--- src/rtl/irqwd_pkg.sv ---
package irqwd_pkg;
   localparam int WORD_W      = 32;
   localparam int PAYLOAD_W   = 5;
   localparam int CTL_ERR_BIT = 0;

   localparam logic [7:0] OFS_REQ  = 8'h00;
   localparam logic [7:0] OFS_MASK = 8'h04;
   localparam logic [7:0] OFS_PEND = 8'h08;
   localparam logic [7:0] OFS_CTL  = 8'h0C;
   localparam logic [7:0] OFS_TGT  = 8'h10;

   typedef enum logic [2:0] {
      SEL_NONE,
      SEL_REQ,
      SEL_MASK,
      SEL_PEND,
      SEL_CTL,
      SEL_TGT
   } reg_sel_e;

   // big-endian byte lanes: enable i covers address offset i = bits [31-8i -: 8]
   function automatic logic [WORD_W-1:0] merge_be(input logic [WORD_W-1:0] old_v,
                                                  input logic [WORD_W-1:0] new_v,
                                                  input logic [3:0]        be);
      logic [WORD_W-1:0] r;
      r = old_v;
      for (int i = 0; i < 4; i++) begin
         if (be[i]) r[WORD_W-1-8*i -: 8] = new_v[WORD_W-1-8*i -: 8];
      end
      return r;
   endfunction
endpackage

--- src/rtl/irqwd_edge.sv ---
module irqwd_edge #(
   parameter int NUM_SRC     = 32,
   parameter int SYNC_STAGES = 0
) (
   input  logic               clk,
   input  logic               rst_n,
   input  logic [NUM_SRC-1:0] irq_i,
   output logic [NUM_SRC-1:0] rise_o
);
   logic [NUM_SRC-1:0] lvl;
   logic [NUM_SRC-1:0] prev;

   if (SYNC_STAGES < 0 || SYNC_STAGES > 3) begin : g_bad_sync
      $error("irqwd_edge: SYNC_STAGES must be 0..3");
   end

   if (SYNC_STAGES == 0) begin : g_direct
      assign lvl = irq_i;
   end else begin : g_sync
      logic [NUM_SRC-1:0] chain [SYNC_STAGES];
      always_ff @(posedge clk or negedge rst_n) begin
         if (!rst_n) begin
            for (int s = 0; s < SYNC_STAGES; s++) chain[s] <= '0;
         end else begin
            chain[0] <= irq_i;
            for (int s = 1; s < SYNC_STAGES; s++) chain[s] <= chain[s-1];
         end
      end
      assign lvl = chain[SYNC_STAGES-1];
   end

   for (genvar b = 0; b < NUM_SRC; b++) begin : g_bit
      always_ff @(posedge clk or negedge rst_n) begin
         if (!rst_n) prev[b] <= 1'b0;
         else        prev[b] <= lvl[b];
      end
      assign rise_o[b] = lvl[b] & ~prev[b];
   end

   // a source cannot report a rise in two consecutive cycles
   a_r2_single_event: assert property (@(posedge clk) disable iff (!rst_n)
      rst_n |=> ((rise_o & $past(rise_o)) == '0));
endmodule

--- src/rtl/irqwd_regs.sv ---
module irqwd_regs
   import irqwd_pkg::*;
#(
   parameter int              NUM_SRC   = 32,
   parameter int              AW        = 8,
   parameter logic [WORD_W-1:0] RESET_TGT = 32'hFFFB_0003
) (
   input  logic               clk,
   input  logic               rst_n,
   input  logic               bus_req,
   input  logic               bus_we,
   input  logic [AW-1:0]      bus_addr,
   input  logic [3:0]         bus_be,
   input  logic [WORD_W-1:0]  bus_wdata,
   output logic               bus_rvalid,
   output logic [WORD_W-1:0]  bus_rdata,
   output logic               bus_rerr,
   input  logic [NUM_SRC-1:0] rise_i,
   output logic [NUM_SRC-1:0] post_o,
   output logic [WORD_W-1:0]  tgt_o
);
   localparam int PAD = WORD_W - NUM_SRC;

   logic [NUM_SRC-1:0] mask_q, pend_q, req_q;
   logic               err_q;
   logic [WORD_W-1:0]  tgt_q;

   reg_sel_e           sel;
   logic               hit;
   logic [WORD_W-1:0]  cur_word, merged;
   logic               wr_mask, wr_ctl, wr_tgt, pend_acc;

   if (AW < 5) begin : g_bad_aw
      $error("irqwd_regs: AW must be at least 5");
   end

   always_comb begin
      sel = SEL_NONE;
      if (bus_addr[AW-1:5] == '0) begin
         unique case ({3'b000, bus_addr[4:0]})
            OFS_REQ:  sel = SEL_REQ;
            OFS_MASK: sel = SEL_MASK;
            OFS_PEND: sel = SEL_PEND;
            OFS_CTL:  sel = SEL_CTL;
            OFS_TGT:  sel = SEL_TGT;
            default:  sel = SEL_NONE;
         endcase
      end
   end

   assign hit = bus_req && (sel != SEL_NONE) && (bus_be != 4'b0000);

   always_comb begin
      unique case (sel)
         SEL_REQ:  cur_word = {{PAD{1'b0}}, req_q};
         SEL_MASK: cur_word = {{PAD{1'b0}}, mask_q};
         SEL_PEND: cur_word = {{PAD{1'b0}}, pend_q};
         SEL_CTL:  cur_word = WORD_W'(err_q) << CTL_ERR_BIT;
         SEL_TGT:  cur_word = tgt_q;
         default:  cur_word = '0;
      endcase
   end

   assign merged   = merge_be(cur_word, bus_wdata, bus_be);
   assign wr_mask  = hit && bus_we && (sel == SEL_MASK);
   assign wr_ctl   = hit && bus_we && (sel == SEL_CTL);
   assign wr_tgt   = hit && bus_we && (sel == SEL_TGT);
   assign pend_acc = hit && (sel == SEL_PEND);

   always_ff @(posedge clk or negedge rst_n) begin
      if (!rst_n) begin
         bus_rvalid <= 1'b0;
         bus_rdata  <= '0;
         bus_rerr   <= 1'b0;
      end else begin
         bus_rvalid <= bus_req;
         bus_rerr   <= bus_req && !hit;
         bus_rdata  <= (hit && !bus_we) ? cur_word : '0;
      end
   end

   always_ff @(posedge clk or negedge rst_n) begin
      if (!rst_n) begin
         mask_q <= '0;
         pend_q <= '0;
         req_q  <= '0;
         err_q  <= 1'b0;
         tgt_q  <= RESET_TGT;
      end else begin
         if (wr_mask) mask_q <= merged[NUM_SRC-1:0];
         if (wr_ctl)  err_q  <= merged[CTL_ERR_BIT];
         if (wr_tgt)  tgt_q  <= merged;
         pend_q <= (pend_acc ? '0 : pend_q) | rise_i;
         req_q  <= req_q | (rise_i & mask_q);
      end
   end

   assign post_o = rise_i & mask_q & {NUM_SRC{~err_q}};
   assign tgt_o  = tgt_q;

   // after a pending access only the rises of that cycle remain
   a_r6_pend_clear: assert property (@(posedge clk) disable iff (!rst_n)
      pend_acc |=> (pend_q == $past(rise_i)));
   // request bits never drop outside reset
   a_r7_req_sticky: assert property (@(posedge clk) disable iff (!rst_n)
      rst_n |=> ((req_q & $past(req_q)) == $past(req_q)));
   // an error response carries no data
   a_r9_err_nodata: assert property (@(posedge clk) disable iff (!rst_n)
      (bus_rvalid && bus_rerr) |-> (bus_rdata == '0));
   // a response follows every request by one cycle
   a_r9_resp_timing: assert property (@(posedge clk) disable iff (!rst_n)
      bus_req |=> bus_rvalid);
endmodule

--- src/rtl/irqwd_deliver.sv ---
module irqwd_deliver
   import irqwd_pkg::*;
#(
   parameter int NUM_SRC   = 32,
   parameter bit LOW_FIRST = 1'b1
) (
   input  logic               clk,
   input  logic               rst_n,
   input  logic [NUM_SRC-1:0] post_i,
   input  logic [WORD_W-1:0]  tgt_i,
   output logic               m_valid,
   output logic [WORD_W-1:0]  m_addr,
   output logic [WORD_W-1:0]  m_data,
   input  logic               m_ready
);
   logic [NUM_SRC-1:0] osd_q;
   logic [NUM_SRC-1:0] grant;
   logic               can_issue;

   if (LOW_FIRST) begin : g_low_first
      always_comb begin
         logic found;
         found = 1'b0;
         grant = '0;
         for (int i = 0; i < NUM_SRC; i++) begin
            if (osd_q[i] && !found) begin
               grant[i] = 1'b1;
               found    = 1'b1;
            end
         end
      end
   end else begin : g_high_first
      always_comb begin
         logic found;
         found = 1'b0;
         grant = '0;
         for (int i = NUM_SRC-1; i >= 0; i--) begin
            if (osd_q[i] && !found) begin
               grant[i] = 1'b1;
               found    = 1'b1;
            end
         end
      end
   end

   assign can_issue = !m_valid || m_ready;

   always_ff @(posedge clk or negedge rst_n) begin
      if (!rst_n) begin
         osd_q   <= '0;
         m_valid <= 1'b0;
         m_addr  <= '0;
         m_data  <= '0;
      end else begin
         osd_q <= (osd_q & ~(can_issue ? grant : '0)) | post_i;
         if (can_issue) begin
            m_valid <= |osd_q;
            if (|osd_q) begin
               m_addr <= {tgt_i[WORD_W-1:PAYLOAD_W], {PAYLOAD_W{1'b0}}};
               m_data <= {{(WORD_W-PAYLOAD_W){1'b0}}, tgt_i[PAYLOAD_W-1:0]};
            end
         end
      end
   end

   // a stalled write holds its address and data
   a_r4_hold: assert property (@(posedge clk) disable iff (!rst_n)
      (m_valid && !m_ready) |=> (m_valid && $stable(m_addr) && $stable(m_data)));
   // delivery address is 32-byte aligned
   a_r4_aligned: assert property (@(posedge clk) disable iff (!rst_n)
      m_valid |-> (m_addr[PAYLOAD_W-1:0] == '0));
   // at most one source chosen per issue
   a_r4_one_grant: assert property (@(posedge clk) disable iff (!rst_n)
      $onehot0(grant));
   // queue entries only appear from posted events
   a_r5_queue_source: assert property (@(posedge clk) disable iff (!rst_n)
      rst_n |=> ((osd_q & ~$past(osd_q) & ~$past(post_i)) == '0));
endmodule

--- src/rtl/irq_wrdeliv_ctrl.sv ---
module irq_wrdeliv_ctrl
   import irqwd_pkg::*;
#(
   parameter int                NUM_SRC     = 32,
   parameter int                AW          = 8,
   parameter int                SYNC_STAGES = 0,
   parameter bit                LOW_FIRST   = 1'b1,
   parameter logic [WORD_W-1:0] RESET_TGT   = 32'hFFFB_0003
) (
   input  logic               clk,
   input  logic               rst_n,
   input  logic [NUM_SRC-1:0] irq_i,
   input  logic               bus_req,
   input  logic               bus_we,
   input  logic [AW-1:0]      bus_addr,
   input  logic [3:0]         bus_be,
   input  logic [31:0]        bus_wdata,
   output logic               bus_rvalid,
   output logic [31:0]        bus_rdata,
   output logic               bus_rerr,
   output logic               m_valid,
   output logic [31:0]        m_addr,
   output logic [31:0]        m_data,
   input  logic               m_ready
);
   if (NUM_SRC < 1 || NUM_SRC > WORD_W) begin : g_bad_nsrc
      $error("irq_wrdeliv_ctrl: NUM_SRC must be 1..32");
   end

   logic [NUM_SRC-1:0] rise, post;
   logic [WORD_W-1:0]  tgt;

   irqwd_edge #(.NUM_SRC(NUM_SRC), .SYNC_STAGES(SYNC_STAGES)) u_edge (
      .clk(clk), .rst_n(rst_n), .irq_i(irq_i), .rise_o(rise));

   irqwd_regs #(.NUM_SRC(NUM_SRC), .AW(AW), .RESET_TGT(RESET_TGT)) u_regs (
      .clk(clk), .rst_n(rst_n),
      .bus_req(bus_req), .bus_we(bus_we), .bus_addr(bus_addr), .bus_be(bus_be),
      .bus_wdata(bus_wdata), .bus_rvalid(bus_rvalid), .bus_rdata(bus_rdata),
      .bus_rerr(bus_rerr), .rise_i(rise), .post_o(post), .tgt_o(tgt));

   irqwd_deliver #(.NUM_SRC(NUM_SRC), .LOW_FIRST(LOW_FIRST)) u_dlv (
      .clk(clk), .rst_n(rst_n), .post_i(post), .tgt_i(tgt),
      .m_valid(m_valid), .m_addr(m_addr), .m_data(m_data), .m_ready(m_ready));
endmodule

--- config.mk ---
export PLATFORM = sky130hd
export DESIGN_NAME = irq_wrdeliv_ctrl
export DESIGN_NICKNAME = d
export VERILOG_FILES = /design/src/rtl/irqwd_pkg.sv /design/src/rtl/irqwd_edge.sv /design/src/rtl/irqwd_regs.sv /design/src/rtl/irqwd_deliver.sv /design/src/rtl/irq_wrdeliv_ctrl.sv
export SDC_FILE = /design/constraint.sdc
export NUM_CORES = 1
export LEC_CHECK = 0
export BUFFER_PORTS_ARGS = -buffer_cell sky130_fd_sc_hd__buf_2
export CAP_MARGIN = 10
export CELL_PAD_IN_SITES_DETAIL_PLACEMENT = 1
export CELL_PAD_IN_SITES_GLOBAL_PLACEMENT = 1
export CORE_MARGIN = 4
export CORE_UTILIZATION = 48
export DETAILED_ROUTE_END_ITERATION = 12
export GPL_TIMING_DRIVEN = 1
export PLACE_DENSITY = 0.95
export SKIP_CTS_REPAIR_TIMING = 1
export SLEW_MARGIN = 15
export SYNTH_ARGS = -nofsm -noshare
export SYNTH_HDL_FRONTEND = slang
export SYNTH_SLANG_ARGS = --single-unit
--- constraint.sdc ---
create_clock -name clk -period 3.05 [get_ports clk]
set_input_delay 0.61 -clock clk [delete_from_list [all_inputs] [get_ports clk]]
set_output_delay 0.61 -clock clk [all_outputs]
set_load 0.01 [all_outputs]
Word level (Yosys, flattened, before mapping)
Cells that the tools add are included.
{"block": "op_classes", "n_eq_ne": 9, "muxes": 72, "n_bitwise": 72, "n_reduce_logical": 81}
{"op": "$pmux W32 S5", "count": 1}
{"op": "$and A32 B32 Y32", "count": 3}
{"op": "$mux W32", "count": 3}
{"op": "$or A32 B32 Y32", "count": 3}
{"op": "$mux W1", "count": 62}
{"op": "$logic_and A1 B1 Y1", "count": 40}
{"op": "$logic_not A1 Y1", "count": 34}
{"op": "$not A1 Y1", "count": 33}
{"op": "$and A1 B1 Y1", "count": 32}
{"op": "$mux W8", "count": 4}
{"op": "$not A32 Y32", "count": 1}
{"op": "$reduce_or A32 Y1", "count": 1}
{"op": "$pmux W3 S5", "count": 1}
{"op": "$eq A5 B4 Y1 const B", "count": 2}
{"op": "$eq A3 B2 Y1 const B", "count": 2}
{"op": "$eq A3 B3 Y1 const B", "count": 2}
{"op": "$eq A5 B3 Y1 const B", "count": 1}
{"op": "$eq A5 B5 Y1 const B", "count": 1}
{"op": "$logic_not A5 Y1", "count": 1}
{"op": "$reduce_bool A4 Y1", "count": 1}
{"op": "$eq A3 B1 Y1 const B", "count": 1}
{"op": "$logic_not A3 Y1", "count": 1}
{"op": "$mux W3", "count": 1}
{"op": "$reduce_bool A3 Y1", "count": 1}
{"op": "2 further kinds", "count": 2}
{"block": "word_totals", "ff_bits": 260, "output_inout_bits": 99, "wordCells": 278, "input_bits": 81}

Longest topological paths before layout
{"block": "depth", "word_depth": 98, "ltp_mapped": 8, "mapped_depth_nobuf": 5}

Cells and area by module
Synthesis repeated with hierarchy kept, for this count alone.
{"block": "hier_totals", "cells_unflattened": 1007, "area_unflattened_um2": 11649.9}
{"module": "irqwd_regs", "seq_area_each_um2": 4100.2, "cells_each": 720, "area_each_um2": 7546.0, "n_inst": 1}
{"module": "irqwd_deliver", "seq_area_each_um2": 1626.6, "cells_each": 223, "area_each_um2": 2862.7, "n_inst": 1}
{"module": "irqwd_edge", "seq_area_each_um2": 800.8, "cells_each": 64, "area_each_um2": 1241.2, "n_inst": 1}

Worst setup path before layout
OpenSTA, ideal clock, no wires.
{"block": "synth_path", "path_type": "input-to-reg", "from": "input port bus_addr[0]", "to": "register u_regs.bus_rdata[1]", "arrival_ns": 2.337, "slack_ns": 0.642, "n_path_buf": 3, "required_ns": 2.980, "path_stages": 7, "setup_time_ns": 0.070, "cell_sequence": "or4_4 > or2_0 > buf_2 > or4_1 > buf_2 > buf_6 > nor2_2"}
{"block": "synth_via", "elab_chain_cells": 8, "word_cells_on_any_way": 18, "classes_between": "9 x eq/ne; 4 x mux; 5 x reduce/logical"}
{"item": "start: declaration", "line": "irq_wrdeliv_ctrl.sv:15", "text": "input logic [AW-1:0] bus_addr,"}
{"item": "$eq A5 B5 Y1, or another cell as far along", "line": "irqwd_regs.sv:40", "text": "unique case ({3'b000, bus_addr[4:0]})"}
{"item": "$pmux W3 S5 *", "line": "irqwd_regs.sv:40"}
{"item": "$mux W3 *", "line": "irqwd_regs.sv:39", "text": "if (bus_addr[AW-1:5] == '0) begin"}
{"item": "branches (longest 4 deep; another with $pmux W32 S5)"}
{"item": "$mux W32 *", "line": "irqwd_regs.sv:78", "text": "bus_rdata <= (hit && !bus_we) ? cur_word : '0;"}
{"item": "end signal: assignment", "line": "irqwd_regs.sv:78"}
{"item": "end: declaration", "line": "irqwd_regs.sv:16", "text": "output logic [WORD_W-1:0] bus_rdata,"}
Every way passes the cells marked *.
A chain may end at the register's enable or synchronous reset.

Worst setup path in the final report
{"block": "layout_path", "from": "register u_dlv.osd_q[16]", "to": "register u_dlv.m_addr[23]"}
{"block": "layout_via", "elab_chain_cells": 2}
{"item": "start: declaration", "line": "irqwd_deliver.sv:16", "text": "logic [NUM_SRC-1:0] osd_q;"}
{"item": "start signal: assignment", "line": "irqwd_deliver.sv:55", "text": "osd_q <= (osd_q & ~(can_issue ? grant : '0)) | post_i;"}
{"item": "$reduce_or A32 Y1", "line": "irqwd_deliver.sv:58", "text": "if (|osd_q) begin"}
{"item": "$reduce_and A2 Y1 (no source line)"}
{"item": "end signal: assignment", "line": "irqwd_deliver.sv:59", "text": "m_addr <= {tgt_i[WORD_W-1:PAYLOAD_W], {PAYLOAD_W{1'b0}}};"}
{"item": "end: declaration", "line": "irqwd_deliver.sv:12", "text": "output logic [WORD_W-1:0] m_addr,"}
Every way passes these cells.

==> impl_metrics.json <==
{
  "synthCells": 1032,
  "crit_fanout": 18,
  "dr.pass1.iters": 5,
  "final_cell_mix": "dfrtp_1, nand2_1, buf_2, o21ai_0, nand2b_1",
  "die_x_um": 160,
  "final_common_cell": "dfrtp_1",
  "cts.htree.levels": 1,
  "drc": 0,
  "postRouteAntennaNets": 0,
  "core_sq_um": 22600,
  "wl_per_cell_um": 23.3,
  "final_util_pct": 57.6,
  "setup_viol": 0,
  "cts-root-buf": "clkbuf_16",
  "synth_edf_count": 0,
  "final_nets": 1273,
  "outcome": "finished, final reports clean",
  "tightest_slew_ns": 0.731,
  "grt_use_total_pct": 27.2,
  "grt_pass1_wl_mm": 55.5,
  "antenna_found_initial": 1,
  "vias": 8730,
  "max_freq_mhz": 394,
  "min_path_type": "input pin to asynchronous set/reset pin",
  "slew_headroom_pct": 51.2,
  "fin_skew_ns": 0.0139,
  "io_buffer_count": 147,
  "fin_crit_sh_pct": 83.2,
  "path_cells": "nor4_1 -> nand2_1 -> nor4_1 -> buf_4 -> nor2_4 -> buf_4 -> mux2_2",
  "critPathSlowestCell": "nor4_1",
  "max_stage_delay_ns": 0.59,
  "rsz0062_at_grt": "false",
  "cap_violations": 0,
  "area_growth_pct": 17.9,
  "powerDensity_nw_per_um2": 582,
  "start_kind": "flip-flop",
  "synth-seq-area-share_pct": 59.0,
  "grt_pass1_vias": 9971,
  "async_reset_ff_share_pct": 100,
  "drt_wl_total_mm": 34.9,
  "cts_sinks": 260,
  "ios": 180,
  "grt-ovfl-total": 0,
  "cts_buffers": 28,
  "drive_gt1_share_pct": 24.7,
  "path_class": "flip-flop to flip-flop",
  "vdd_drop_max_uv": 362,
  "place_hpwl_mm": 23.2,
  "synth_warnings": 0,
  "initial_core_util_pct": 48.8,
  "die_h_um": 160,
  "cp.arrival_ns": 2.95,
  "gp_congestion": 0.816,
  "grt_max_degree": 93,
  "synth_cell_types": 45,
  "clk_latency_ns": 0.54,
  "fin_tns_setup_ns": 0,
  "core.rowCount": 55,
  "diodes": 0,
  "syn_area_per_cell_sq_um": 10.7,
  "timing.final.crit_period_ns": 2.54,
  "drt_iter0_drc": 607,
  "ys_ff_latch": 260,
  "die_area_sq_um": 25500,
  "clk_pin_slew_worst_paths_ns": 0.07,
  "finalMaxSlewViolations": 0,
  "fin_total_pwr_w": 0.00759,
  "hold_viol": 0,
  "critical_path_required_ns": 3.46,
  "ys.flop_type": "dfrtp_1",
  "path_delay_family": "simple AND/OR/NAND/NOR gates",
  "post_synth_instance_area_sq_um": 11100,
  "end_kind": "flip-flop",
  "cts_tree": "yes",
  "crit_buf_inv": 2,
  "cts.path.max_buffers": 3,
  "p_leak_nw": 6.22,
  "post_drt_via_cell_ratio": 5.83
}
[power by group]
group / leakage (nW) / internal [W] / switching (W)
Sequential: 3.31 / 0.00355 / 0.0000570
Clock: 0.437 / 0.00200 / 0.00139
Combinational: 2.47 / 0.000213 / 0.000385
Total: 6.22 / 0.00576 / 0.00183
[cell usage after synthesis (2+ instances only)]
master     number  area share (%)
a211oi_1        4            0.27
or4_1           3            0.20
buf_4          32             2.2
o31a_1          4            0.32
dfrtp_1       243              55
clkbuf_1       39             1.3
buf_1           4            0.14
o21ai_1         5            0.23
buf_6           3            0.31
dfstp_2        17             4.0
o2bb2ai_1       6            0.48
mux2_2         42             4.3
inv_1           3            0.10
or3_1           6            0.34
o31ai_1         4            0.27
nand3_1         4            0.18
o21ai_0       142             6.4
nor2_1         32             1.1
nor2_2         10            0.57
mux2i_1        28             2.5
a22oi_1        27             1.8
a21oi_1        33             1.5
a21o_1         34             2.3
nor2b_1        36             2.0
nand4b_1        2            0.16
nand2_1       162             5.5
buf_2           8            0.36
nor3_1          5            0.23
nor4_1          7            0.40
o41ai_1         3            0.24
nand3b_1        3            0.20
nand4_1         2            0.11
nor4bb_1        7            0.63
nand2b_1       61             3.5
[registers in the layout (all words and copies together), names as in the netlist]
register,count
u_dlv.osd_q,32
u_edge.prev,32
u_regs.bus_rdata,32
u_regs.mask_q,32
u_regs.pend_q,32
u_regs.req_q,32
u_regs.tgt_o,32
u_dlv.m_addr,27
u_dlv.m_data,5
u_dlv.m_valid,1
u_regs.bus_rerr,1
u_regs.bus_rvalid,1
u_regs.err_q,1
[cell families after synthesis]
| family | after synthesis | share of synthesized area, % |
|---|---|---|
| muxes | 70 | 6.81 |
| buffers and inverters | 89 | 4.40 |
| DFF | 260 | 59.0 |
| AOI/OAI and AO/OA | 266 | 14.1 |
| other | 1 | 0.0339 |
| and+or+nand+nor | 346 | 15.6 |
[stage by stage]
stage | instances | hold slack [ns] | instance area, sq um | setup WS, ns
floorplan | 1063 | 0.314 | 11200 | 0.642
global placement | 1447 | 0.446 | 12100 | 0.549
detailed placement | 1447 | 0.455 | 12100 | 0.364
CTS | 1498 | 0.121 | 13000 | 0.571
global route | 1498 | 0.151 | 13000 | 0.460
finish | 1498 | 0.100 | 13000 | 0.513
[cell type report]
type	count	area (sq um)
clock inverter	6	88.8
clock buffer	45	816
tap	285	357
inverter	3	11.3
multi-input combinational	714	4180
timing repair buffer	185	1060
sequential	260	6530
fill	2444	9610
[final timing paths]
| path | start | endpoint | slack [ns] | cells after the start |
|---|---|---|---|---|
| setup / recovery | u_dlv.osd_q[16] | u_dlv.m_addr[23] | 0.51 | 7 |
| max in group asynchronous | rst_n | u_regs.tgt_o[19] | 2.00 | 2 |
| setup reg to reg | u_dlv.osd_q[16] | u_dlv.m_addr[23] | 0.51 | 7 |
| hold reg to reg | u_regs.req_q[29] | u_regs.req_q[29] | 0.47 | 1 |
| min in group clk | irq_i[5] | u_edge.prev[5] | 0.19 | 1 |
| hold / removal | rst_n | u_regs.pend_q[0] | 0.10 | 1 |
[layer usage]
metal  vias to the layer above  part of all wire (%)  global-route usage (%)
met1                      4546                    38                    32.6
met4                         2                   3.2                    8.92
met2                       281                    53                    49.7
met5                         -                 0.037                       0
met3                        87                   5.2                    4.49
li1                       3814                     -                       -
Note: power is estimated with default switching activity, not from simulation.
